[src/rtl/alias_reg_pkg.sv]
package alias_reg_pkg;
  typedef enum logic [1:0] {
    RESP_OKAY   = 2'b00,
    RESP_EXOKAY = 2'b01,
    RESP_SLVERR = 2'b10,
    RESP_DECERR = 2'b11
  } resp_e;

  // a window offset is backed when every bit above the word index is zero
  function automatic logic offset_backed(input logic [7:0] off, input int idx_top);
    logic hit;
    hit = 1'b1;
    for (int b = 0; b < 8; b++) begin
      if (b >= idx_top && off[b]) hit = 1'b0;
    end
    return hit;
  endfunction
endpackage

[src/rtl/alias_reg_bank.sv]
module alias_reg_bank #(
  parameter int DATA_W   = 32,
  parameter int NUM_REGS = 4,
  parameter int WIN_W    = 5
) (
  input  logic                clk,
  input  logic                rst_n,
  input  logic                wr_en,
  input  logic [WIN_W-1:0]    wr_off,
  input  logic [DATA_W-1:0]   wr_data,
  input  logic [DATA_W/8-1:0] wr_strb,
  input  logic [WIN_W-1:0]    rd_off,
  output logic [DATA_W-1:0]   rd_word
);
  import alias_reg_pkg::*;

  localparam int LANES  = DATA_W / 8;
  localparam int LANE_B = $clog2(LANES);
  localparam int IDX_W  = (NUM_REGS > 1) ? $clog2(NUM_REGS) : 1;
  localparam int IDX_TOP = LANE_B + IDX_W;

  function automatic logic [DATA_W-1:0] lane_merge(
    input logic [DATA_W-1:0] old_v,
    input logic [DATA_W-1:0] new_v,
    input logic [LANES-1:0]  en
  );
    logic [DATA_W-1:0] res;
    for (int l = 0; l < LANES; l++) begin
      res[l*8 +: 8] = en[l] ? new_v[l*8 +: 8] : old_v[l*8 +: 8];
    end
    return res;
  endfunction

  logic [DATA_W-1:0]          store [NUM_REGS];
  logic [NUM_REGS*DATA_W-1:0] store_flat;
  logic                       wr_backed, rd_backed;
  logic [IDX_W-1:0]           wr_idx, rd_idx;

  assign wr_backed = offset_backed(8'(wr_off), IDX_TOP);
  assign rd_backed = offset_backed(8'(rd_off), IDX_TOP);
  assign wr_idx    = wr_off[LANE_B +: IDX_W];
  assign rd_idx    = rd_off[LANE_B +: IDX_W];

  genvar g;
  generate
    for (g = 0; g < NUM_REGS; g++) begin : g_word
      always_ff @(posedge clk) begin
        if (!rst_n) begin
          store[g] <= '0;
        end else if (wr_en && wr_backed && (wr_idx == IDX_W'(g))) begin
          store[g] <= lane_merge(store[g], wr_data, wr_strb);
        end
      end
      assign store_flat[g*DATA_W +: DATA_W] = store[g];
    end
  endgenerate

  assign rd_word = rd_backed ? store[rd_idx] : '0;

  // writes into the unbacked half leave every word untouched
  p_upper_inert_r6: assert property (@(posedge clk) disable iff (!rst_n)
    (wr_en && !wr_backed) |=> $stable(store_flat));

  // reads of the unbacked half see zero
  p_upper_reads_zero_r6: assert property (@(posedge clk) disable iff (!rst_n)
    !rd_backed |-> (rd_word == '0));
endmodule

[src/rtl/alias_wr_chan.sv]
module alias_wr_chan (
  input  logic       clk,
  input  logic       rst_n,
  input  logic       aw_valid,
  input  logic       w_valid,
  output logic       aw_ready,
  output logic       w_ready,
  output logic [1:0] b_resp,
  output logic       b_valid,
  input  logic       b_ready,
  output logic       wr_fire
);
  import alias_reg_pkg::*;

  logic pair_present;
  logic resp_pending;

  assign pair_present = aw_valid && w_valid;
  assign wr_fire      = pair_present && !resp_pending;
  assign aw_ready     = wr_fire;
  assign w_ready      = wr_fire;

  always_ff @(posedge clk) begin
    if (!rst_n) begin
      resp_pending <= 1'b0;
    end else if (wr_fire) begin
      resp_pending <= 1'b1;
    end else if (b_ready) begin
      resp_pending <= 1'b0;
    end
  end

  assign b_valid = resp_pending;
  assign b_resp  = RESP_OKAY;

  // both readies move together and only with both valids present
  p_joint_accept_r2: assert property (@(posedge clk) disable iff (!rst_n)
    (aw_ready || w_ready) |-> (aw_valid && w_valid && aw_ready && w_ready));

  // accepted write yields a response next cycle
  p_resp_follows_r3: assert property (@(posedge clk) disable iff (!rst_n)
    wr_fire |=> (b_valid && b_resp == 2'b00));

  // response held until taken
  p_resp_hold_r4: assert property (@(posedge clk) disable iff (!rst_n)
    (b_valid && !b_ready) |=> b_valid);

  // no new write while a response waits
  p_no_accept_pending_r4: assert property (@(posedge clk) disable iff (!rst_n)
    b_valid |-> !aw_ready);
endmodule

[src/rtl/alias_rd_chan.sv]
module alias_rd_chan #(
  parameter int DATA_W = 32
) (
  input  logic              clk,
  input  logic              rst_n,
  input  logic              ar_valid,
  output logic              ar_ready,
  input  logic [DATA_W-1:0] rd_word,
  output logic [DATA_W-1:0] r_data,
  output logic [1:0]        r_resp,
  output logic              r_valid,
  input  logic              r_ready,
  output logic              rd_fire
);
  import alias_reg_pkg::*;

  logic              data_held;
  logic [DATA_W-1:0] data_q;

  assign ar_ready = !data_held;
  assign rd_fire  = ar_valid && ar_ready;

  always_ff @(posedge clk) begin
    if (!rst_n) begin
      data_held <= 1'b0;
      data_q    <= '0;
    end else if (rd_fire) begin
      data_held <= 1'b1;
      data_q    <= rd_word;
    end else if (r_ready) begin
      data_held <= 1'b0;
    end
  end

  assign r_valid = data_held;
  assign r_data  = data_q;
  assign r_resp  = RESP_OKAY;

  // data and valid held while stalled
  p_rdata_hold_r8: assert property (@(posedge clk) disable iff (!rst_n)
    (r_valid && !r_ready) |=> (r_valid && $stable(r_data)));

  // accepted read yields data next cycle
  p_rdata_follows_r8: assert property (@(posedge clk) disable iff (!rst_n)
    rd_fire |=> (r_valid && r_resp == 2'b00));

  // no second request taken while data waits
  p_one_outstanding_r8: assert property (@(posedge clk) disable iff (!rst_n)
    r_valid |-> !ar_ready);
endmodule

[src/rtl/alias_reg_slave.sv]
module alias_reg_slave #(
  parameter int ADDR_W    = 5,
  parameter int DATA_W    = 32,
  parameter int NUM_REGS  = 4,
  parameter int WIN_BYTES = 32
) (
  input  logic                clk,
  input  logic                rst_n,
  input  logic [ADDR_W-1:0]   aw_addr,
  input  logic                aw_valid,
  output logic                aw_ready,
  input  logic [DATA_W-1:0]   w_data,
  input  logic [DATA_W/8-1:0] w_strb,
  input  logic                w_valid,
  output logic                w_ready,
  output logic [1:0]          b_resp,
  output logic                b_valid,
  input  logic                b_ready,
  input  logic [ADDR_W-1:0]   ar_addr,
  input  logic                ar_valid,
  output logic                ar_ready,
  output logic [DATA_W-1:0]   r_data,
  output logic [1:0]          r_resp,
  output logic                r_valid,
  input  logic                r_ready
);
  localparam int WIN_W = $clog2(WIN_BYTES);

  logic              wr_fire;
  logic              rd_fire;
  logic [DATA_W-1:0] rd_word;
  logic [WIN_W-1:0]  wr_off, rd_off;

  // only the window bits decode; everything above folds onto the window
  assign wr_off = aw_addr[WIN_W-1:0];
  assign rd_off = ar_addr[WIN_W-1:0];

  alias_wr_chan u_wr (
    .clk      (clk),
    .rst_n    (rst_n),
    .aw_valid (aw_valid),
    .w_valid  (w_valid),
    .aw_ready (aw_ready),
    .w_ready  (w_ready),
    .b_resp   (b_resp),
    .b_valid  (b_valid),
    .b_ready  (b_ready),
    .wr_fire  (wr_fire)
  );

  alias_reg_bank #(
    .DATA_W   (DATA_W),
    .NUM_REGS (NUM_REGS),
    .WIN_W    (WIN_W)
  ) u_bank (
    .clk     (clk),
    .rst_n   (rst_n),
    .wr_en   (wr_fire),
    .wr_off  (wr_off),
    .wr_data (w_data),
    .wr_strb (w_strb),
    .rd_off  (rd_off),
    .rd_word (rd_word)
  );

  alias_rd_chan #(.DATA_W(DATA_W)) u_rd (
    .clk      (clk),
    .rst_n    (rst_n),
    .ar_valid (ar_valid),
    .ar_ready (ar_ready),
    .rd_word  (rd_word),
    .r_data   (r_data),
    .r_resp   (r_resp),
    .r_valid  (r_valid),
    .r_ready  (r_ready),
    .rd_fire  (rd_fire)
  );

  // responses idle in the first cycle after reset release
  p_idle_after_reset_r1: assert property (@(posedge clk)
    !rst_n |=> (!b_valid && !r_valid));

  // a read taken with a write still reports a registered result next cycle
  p_overlap_both_resp_r9: assert property (@(posedge clk) disable iff (!rst_n)
    (wr_fire && rd_fire) |=> (b_valid && r_valid));
endmodule

[config.mk]
export PLATFORM = sky130hd
export DESIGN_NAME = alias_reg_slave
export DESIGN_NICKNAME = d
export VERILOG_FILES = /design/src/rtl/alias_reg_pkg.sv /design/src/rtl/alias_reg_bank.sv /design/src/rtl/alias_wr_chan.sv /design/src/rtl/alias_rd_chan.sv /design/src/rtl/alias_reg_slave.sv
export SDC_FILE = /design/constraint.sdc
export NUM_CORES = 1
export LEC_CHECK = 0
export ABC_AREA = 1
export BUFFER_PORTS_ARGS = -buffer_cell sky130_fd_sc_hd__buf_2
export CORE_ASPECT_RATIO = 2
export CORE_MARGIN = 2
export CORE_UTILIZATION = 40
export CTS_CLUSTER_DIAMETER = 200
export DETAILED_ROUTE_END_ITERATION = 7
export PLACE_DENSITY_LB_ADDON = 0.2
export SYNTH_ARGS = -nofsm -noshare
export SYNTH_HDL_FRONTEND = slang
export SYNTH_SLANG_ARGS = --single-unit
[constraint.sdc]
create_clock -name clk -period 1.6 [get_ports clk]
set_clock_uncertainty 0.1 [all_clocks]
set_input_delay 0.32 -clock clk [delete_from_list [all_inputs] [get_ports clk]]
set_output_delay 0.32 -clock clk [all_outputs]
set_load 0.01 [all_outputs]
======== Word level (Yosys, flattened, before mapping) ========
Memory sizes are Yosys's and may differ from the RTL's.
Cells that the tools add are included.
storage, ports and cells
  memories ................................ 1
  bits in writable memories ............... 128
  output and inout port bits .............. 41
  register bits ........................... 34
cells by class
  bitwise logic cells ..................... 16
  eq/ne operators ......................... 19
  muxes and demuxes ....................... 51
  reduce and logical (&&, ||, !) cells .... 29
memory list
  name          depth  bits a word  rd ports  clocked after memory_dff  write ports  line                  text
  u_bank.store  4      32           1         0                         4            alias_reg_bank.sv:34  logic [DATA_W-1:0] store [NUM_REGS];
operators with widths
  operator            count
  $mux 8              32
  $mux 32             1
  $reduce_and 2->1    16
  $mux 1              18
  $ne 1x1->1 const B  16
  $or 1x1->1          16
  $logic_and 1x1->1   8
  $eq 2x2->1 const B  2
  $reduce_bool 2->1   2
  $eq 2x1->1 const B  1
  $logic_not 1->1     2
  $logic_not 2->1     1

======== Logic depth before layout (Yosys ltp) ========
  word-level depth ........................ 9
  gate-level depth with buffers ........... 7
  mapped depth without buffers ............ 6

======== Hierarchy ========
Synthesis repeated with hierarchy kept, for this count alone.
second synthesis, totals
  cell total of the unflattened synthesis .. 941
  area total of the unflattened synthesis .. 7,853.8 um^2
modules (own cells, without submodules)
  module          cells an instance  area an instance (um^2)  times used
  alias_reg_bank  711                6,314.8                  1
  alias_rd_chan   217                1,447.6                  1
  alias_wr_chan   13                 91.3                     1

======== Least setup slack after synthesis ========
No wires, ideal clock.
  path kind ............................... register to register
  start point ............................. register u_wr.resp_pending, in the netlist u_wr.b_valid
  end point ............................... memory u_bank.store[0][0], enable pin
  library setup time ...................... 0.329 ns
  buffers on the path ..................... 1
  arrival ................................. 1.282 ns
  slack ................................... -0.110 ns
  stages on the path, launching flop included .. 7
  path through ............................ dfxtp_1 -> nor2_2 -> nand2_2 -> nor2_8 -> buf_12 -> nand4_4 -> nand2_1
RTL lines
  item                    line                  text
  start, declared         alias_wr_chan.sv:16   logic resp_pending;
  start signal, assigned  alias_wr_chan.sv:25   resp_pending <= 1'b0;
  start signal, assigned  alias_wr_chan.sv:27   resp_pending <= 1'b1;
  start signal, assigned  alias_wr_chan.sv:29   resp_pending <= 1'b0;
  end, declared           alias_reg_bank.sv:34

======== Worst setup path in the final report ========
  start point ............................. register u_wr.resp_pending, in the netlist u_wr.b_valid
  end point ............................... output aw_ready
on the way
  longest elaborated chain between the ends .. 2
RTL lines
  item               line                   text
  $logic_not 1->1    alias_wr_chan.sv:19    assign wr_fire = pair_present && !resp_pending;
  $logic_and 1x1->1  alias_wr_chan.sv:19
  end, declared      alias_reg_slave.sv:11  output logic aw_ready,
Every way passes these cells.

==> impl_metrics.xml <==
<?xml version="1.0" encoding="UTF-8"?>
<metrics>
  <group name="floorplanning">
    <metric name="fp.dieH" unit="µm">199</metric>
    <metric name="num_rows" unit="">71</metric>
    <metric name="start_util" unit="%">40.6</metric>
    <metric name="io-pin-count" unit="">94</metric>
    <metric name="dieWidth" unit="µm">102</metric>
    <metric name="area_of_the_core" unit="µm²">18700</metric>
    <metric name="die-area" unit="µm²">20200</metric>
  </group>
  <group name="clock_network">
    <metric name="clk_pin_slew" unit="ns">0.07</metric>
    <metric name="clock_latency" unit="ns">0.42</metric>
    <metric name="max-clock-path-buffers" unit="">2</metric>
    <metric name="numCtsBuffers" unit="">17</metric>
    <metric name="cts.root.buffer_cell" unit="">sky130_fd_sc_hd__clkbuf_16</metric>
    <metric name="htree_num_levels" unit="">4</metric>
    <metric name="tritoncts" unit="">yes</metric>
    <metric name="clock_sinks" unit="">162</metric>
  </group>
  <group name="drt">
    <metric name="drtIter0Drc" unit="">159</metric>
    <metric name="wl_per_cell" unit="µm">14.9</metric>
    <metric name="route.antenna.remaining_nets" unit="">0</metric>
    <metric name="finalWirelength" unit="µm">18500</metric>
    <metric name="vias" unit="">5658</metric>
    <metric name="vias_per_cell" unit="">4.56</metric>
    <metric name="drc_errors" unit="">0</metric>
    <metric name="drt_pass1_iterations" unit="">4</metric>
  </group>
  <group name="global_routing">
    <metric name="global_route.usage.total" unit="%">19.3</metric>
    <metric name="first_global_vias" unit="">5517</metric>
    <metric name="grt_pass1_wl" unit="µm">28800</metric>
    <metric name="initial_antenna_violation_count" unit="">1</metric>
    <metric name="maximum_number_of_pins_on_one_net_before_global_route_repair" unit="">42</metric>
    <metric name="globalRoute.totalOverflow" unit="">0</metric>
  </group>
  <group name="synthesis">
    <metric name="synthSimpleGateAreaFrac" unit="%">27.2</metric>
    <metric name="post_synth_mux_area_share" unit="%">0</metric>
    <metric name="synth_top_area_share" unit="%">50.5</metric>
    <metric name="ys_seq_area_share" unit="%">59.5</metric>
    <metric name="yosys.area_share.xor_xnor" unit="%">0</metric>
    <metric name="ys.warnings.count" unit="">0</metric>
    <metric name="ys_types" unit="">20</metric>
    <metric name="post_synth_fa_ha_maj_area_fraction" unit="%">0</metric>
    <metric name="ys_seq_elements" unit="">162</metric>
    <metric name="synth.largest_area_cell" unit="">sky130_fd_sc_hd__edfxtp_1</metric>
    <metric name="synthesis.area" unit="µm²">7610</metric>
    <metric name="synth_top_family_by_area" unit="">simple AND/OR/NAND/NOR gates</metric>
    <metric name="compound_gate_fraction_of_synth_area" unit="%">2.24</metric>
    <metric name="yosys-top-cells-area" unit="">sky130_fd_sc_hd__edfxtp_1 (51%), sky130_fd_sc_hd__nand2_1 (12%), sky130_fd_sc_hd__dfxtp_1 (8.9%), sky130_fd_sc_hd__inv_1 (8.1%), sky130_fd_sc_hd__nor2_1 (6.4%)</metric>
    <metric name="syn_area_per_cell" unit="µm²">8.84</metric>
    <metric name="number_of_standard_cells_after_synthesis" unit="">861</metric>
  </group>
  <group name="pwr">
    <metric name="vdd_drop_max" unit="mV">0.699</metric>
    <metric name="p_per_area" unit="nW/µm²">1040</metric>
    <metric name="power.static_leakage" unit="nW">4.43</metric>
    <metric name="total_power" unit="mW">9.79</metric>
  </group>
  <group name="layout">
    <metric name="insertedDiodeCount" unit="">0</metric>
    <metric name="final.fill_count" unit="">1812</metric>
    <metric name="final_nets" unit="">1027</metric>
    <metric name="syn2layout_area_growth" unit="%">24.3</metric>
    <metric name="layout.cells.most_common_list" unit="">sky130_fd_sc_hd__nand2_1 (231), sky130_fd_sc_hd__inv_1 (162), sky130_fd_sc_hd__nor2_1 (128), sky130_fd_sc_hd__edfxtp_1 (128), sky130_fd_sc_hd__buf_2 (83)</metric>
    <metric name="finish.utilization" unit="%">50.5</metric>
    <metric name="mostFrequentLayoutCell" unit="">sky130_fd_sc_hd__nand2_1</metric>
    <metric name="final_layout_size_suffix_gt1_share" unit="%">20.6</metric>
  </group>
  <group name="sta">
    <metric name="setup_repair_after_global_routing_missed_its_margin" unit="">true</metric>
    <metric name="final.min_clock_period" unit="ns">1.60</metric>
    <metric name="maxSlewViolCount" unit="">0</metric>
    <metric name="setup_viol" unit="">2</metric>
    <metric name="post-route-worst-setup-slack" unit="ns">-0.00466</metric>
    <metric name="timing.final.crit_share" unit="%">100</metric>
    <metric name="max_freq" unit="MHz">623</metric>
    <metric name="final_hold_viol_count" unit="">0</metric>
  </group>
  <group name="worst_hold_path">
    <metric name="hold-path-endpoint" unit="">u_rd.r_valid</metric>
    <metric name="hold_depth" unit="">3</metric>
    <metric name="holdCritPathClass" unit="">input pin to flip-flop</metric>
    <metric name="hp-start" unit="">r_ready</metric>
  </group>
  <group name="run_status">
    <metric name="violated_checks" unit="">negative setup slack</metric>
    <metric name="run_status" unit="">finished, violations left</metric>
  </group>
  <group name="placed_design">
    <metric name="worst_setup_slack_before_clock_tree_synthesis" unit="ns">-0.177</metric>
    <metric name="port_buffer_count" unit="">85</metric>
    <metric name="gp_congestion" unit="">0.793</metric>
    <metric name="hpwlAfterDp" unit="µm">12900</metric>
  </group>
  <group name="setup_path">
    <metric name="critPathCaptureType" unit="">output pin</metric>
    <metric name="timing.critical_path.from_type" unit="">flip-flop</metric>
    <metric name="register_to_register_setup_slack" unit="ns">0.04</metric>
    <metric name="critPathMaxFanout" unit="">2</metric>
    <metric name="worstReg2RegStart" unit="">u_wr.b_valid</metric>
    <metric name="category_of_the_critical_setup_timing_path" unit="">flip-flop to output pin</metric>
    <metric name="worst_r2r_endpoint" unit="">u_bank.store[2][0]</metric>
    <metric name="timing.critical_path.arrival" unit="ns">1.18</metric>
    <metric name="worst_r2r_path_depth" unit="">7</metric>
    <metric name="crit_required" unit="ns">1.18</metric>
  </group>
  <group name="flow_run">
    <metric name="cap_violations" unit="">0</metric>
  </group>
</metrics>
## cells by family (layout without fill, tap and decap cells)
| family | after synthesis | in the layout |
|---|---|---|
| AO/OA/AOI/OAI | 34 | 34 |
| buffers and inverters | 207 | 330 |
| flip-flops | 162 | 162 |
| other | 1 | 4 |
| AND/OR/NAND/NOR | 457 | 457 |
## cell type report
cell class              count  area, µm²  area share, %
inverters                 169        647           6.84
clock inverters            14        165           1.75
repair buffers            129       1000           10.6
well taps                 255        319           3.37
multi-input cells         495       2360           24.9
flip-flops and latches    162       4530           47.9
clock buffers              18        439           4.64
## metrics by stage
step	setup TNS, ns	hold WS (ns)	std cells	cell area [µm²]
6_report	-0.00834	0.0480	1242	9460
5_1_grt	-0.0994	0.0445	1242	9460
4_1_cts	-0.0930	0.0271	1241	9420
3_5_place_dp	-17.42	0.352	1208	8790
3_3_place_gp	-14.87	0.350	1208	8790
2_1_floorplan	-2.24	0.376	864	7720
## flip-flops by register name, summed over array words and instances (netlist names)
register      count
u_bank.store    128
u_rd.r_data      32
u_rd.r_valid      1
u_wr.b_valid      1
## where the power goes
part | total [mW] | switching, mW | leakage [nW] | internal (mW)
clock network | 4.19 | 1.79 | 0.297 | 2.40
logic | 0.908 | 0.585 | 2.48 | 0.323
registers | 4.69 | 0.0404 | 1.65 | 4.65
total | 9.79 | 2.42 | 4.43 | 7.37
## routing by layer
metal / up-vias / global-route usage (%) / wire length (µm)
li1: 2889 / - / -
met1: 2630 / 19.8 / 6730
met2: 123 / 37.9 / 10800
met3: 16 / 3.50 / 685
met4: 0 / 6.46 / 276
met5: - / 0 / 0
## synth_stat cells, drive strengths merged
master,count
buf,22
clkbuf,16
or2,1
dfxtp,34
edfxtp,128
nand4,16
a21oi,34
nand3,64
inv,169
conb,1
nor2,132
nand2,244
## worst max-delay path by stage
stage / startpoint / endpoint / slack [ns]
5_1_grt: u_wr.b_valid / aw_ready / -0.05
2_1_floorplan: aw_addr[2] / u_bank.store[2][0] / -0.07
3_3_place_gp: w_valid / u_bank.store[1][13] / -0.16
3_5_place_dp: w_valid / u_bank.store[1][15] / -0.18
6_report: u_wr.b_valid / aw_ready / -0.005
4_1_cts: u_wr.b_valid / aw_ready / -0.05
## critical path, stage by stage, from the launching register on
cell	delay, ns
sky130_fd_sc_hd__dfxtp_2	0.34
sky130_fd_sc_hd__nor2_4	0.09
sky130_fd_sc_hd__nand2_4	0.08
sky130_fd_sc_hd__buf_6	0.12
sky130_fd_sc_hd__inv_4	0.05
sky130_fd_sc_hd__buf_6	0.09
## what timing repair did
action	in CTS	in global routing
hold endpoints to repair	0	0
pin swaps	2	1
hold buffers	0	0
resized for setup	6	2
setup endpoints to repair	5	51
buffers inserted	1	0
cloned	0	1
Power figures use the tool's default switching activity.
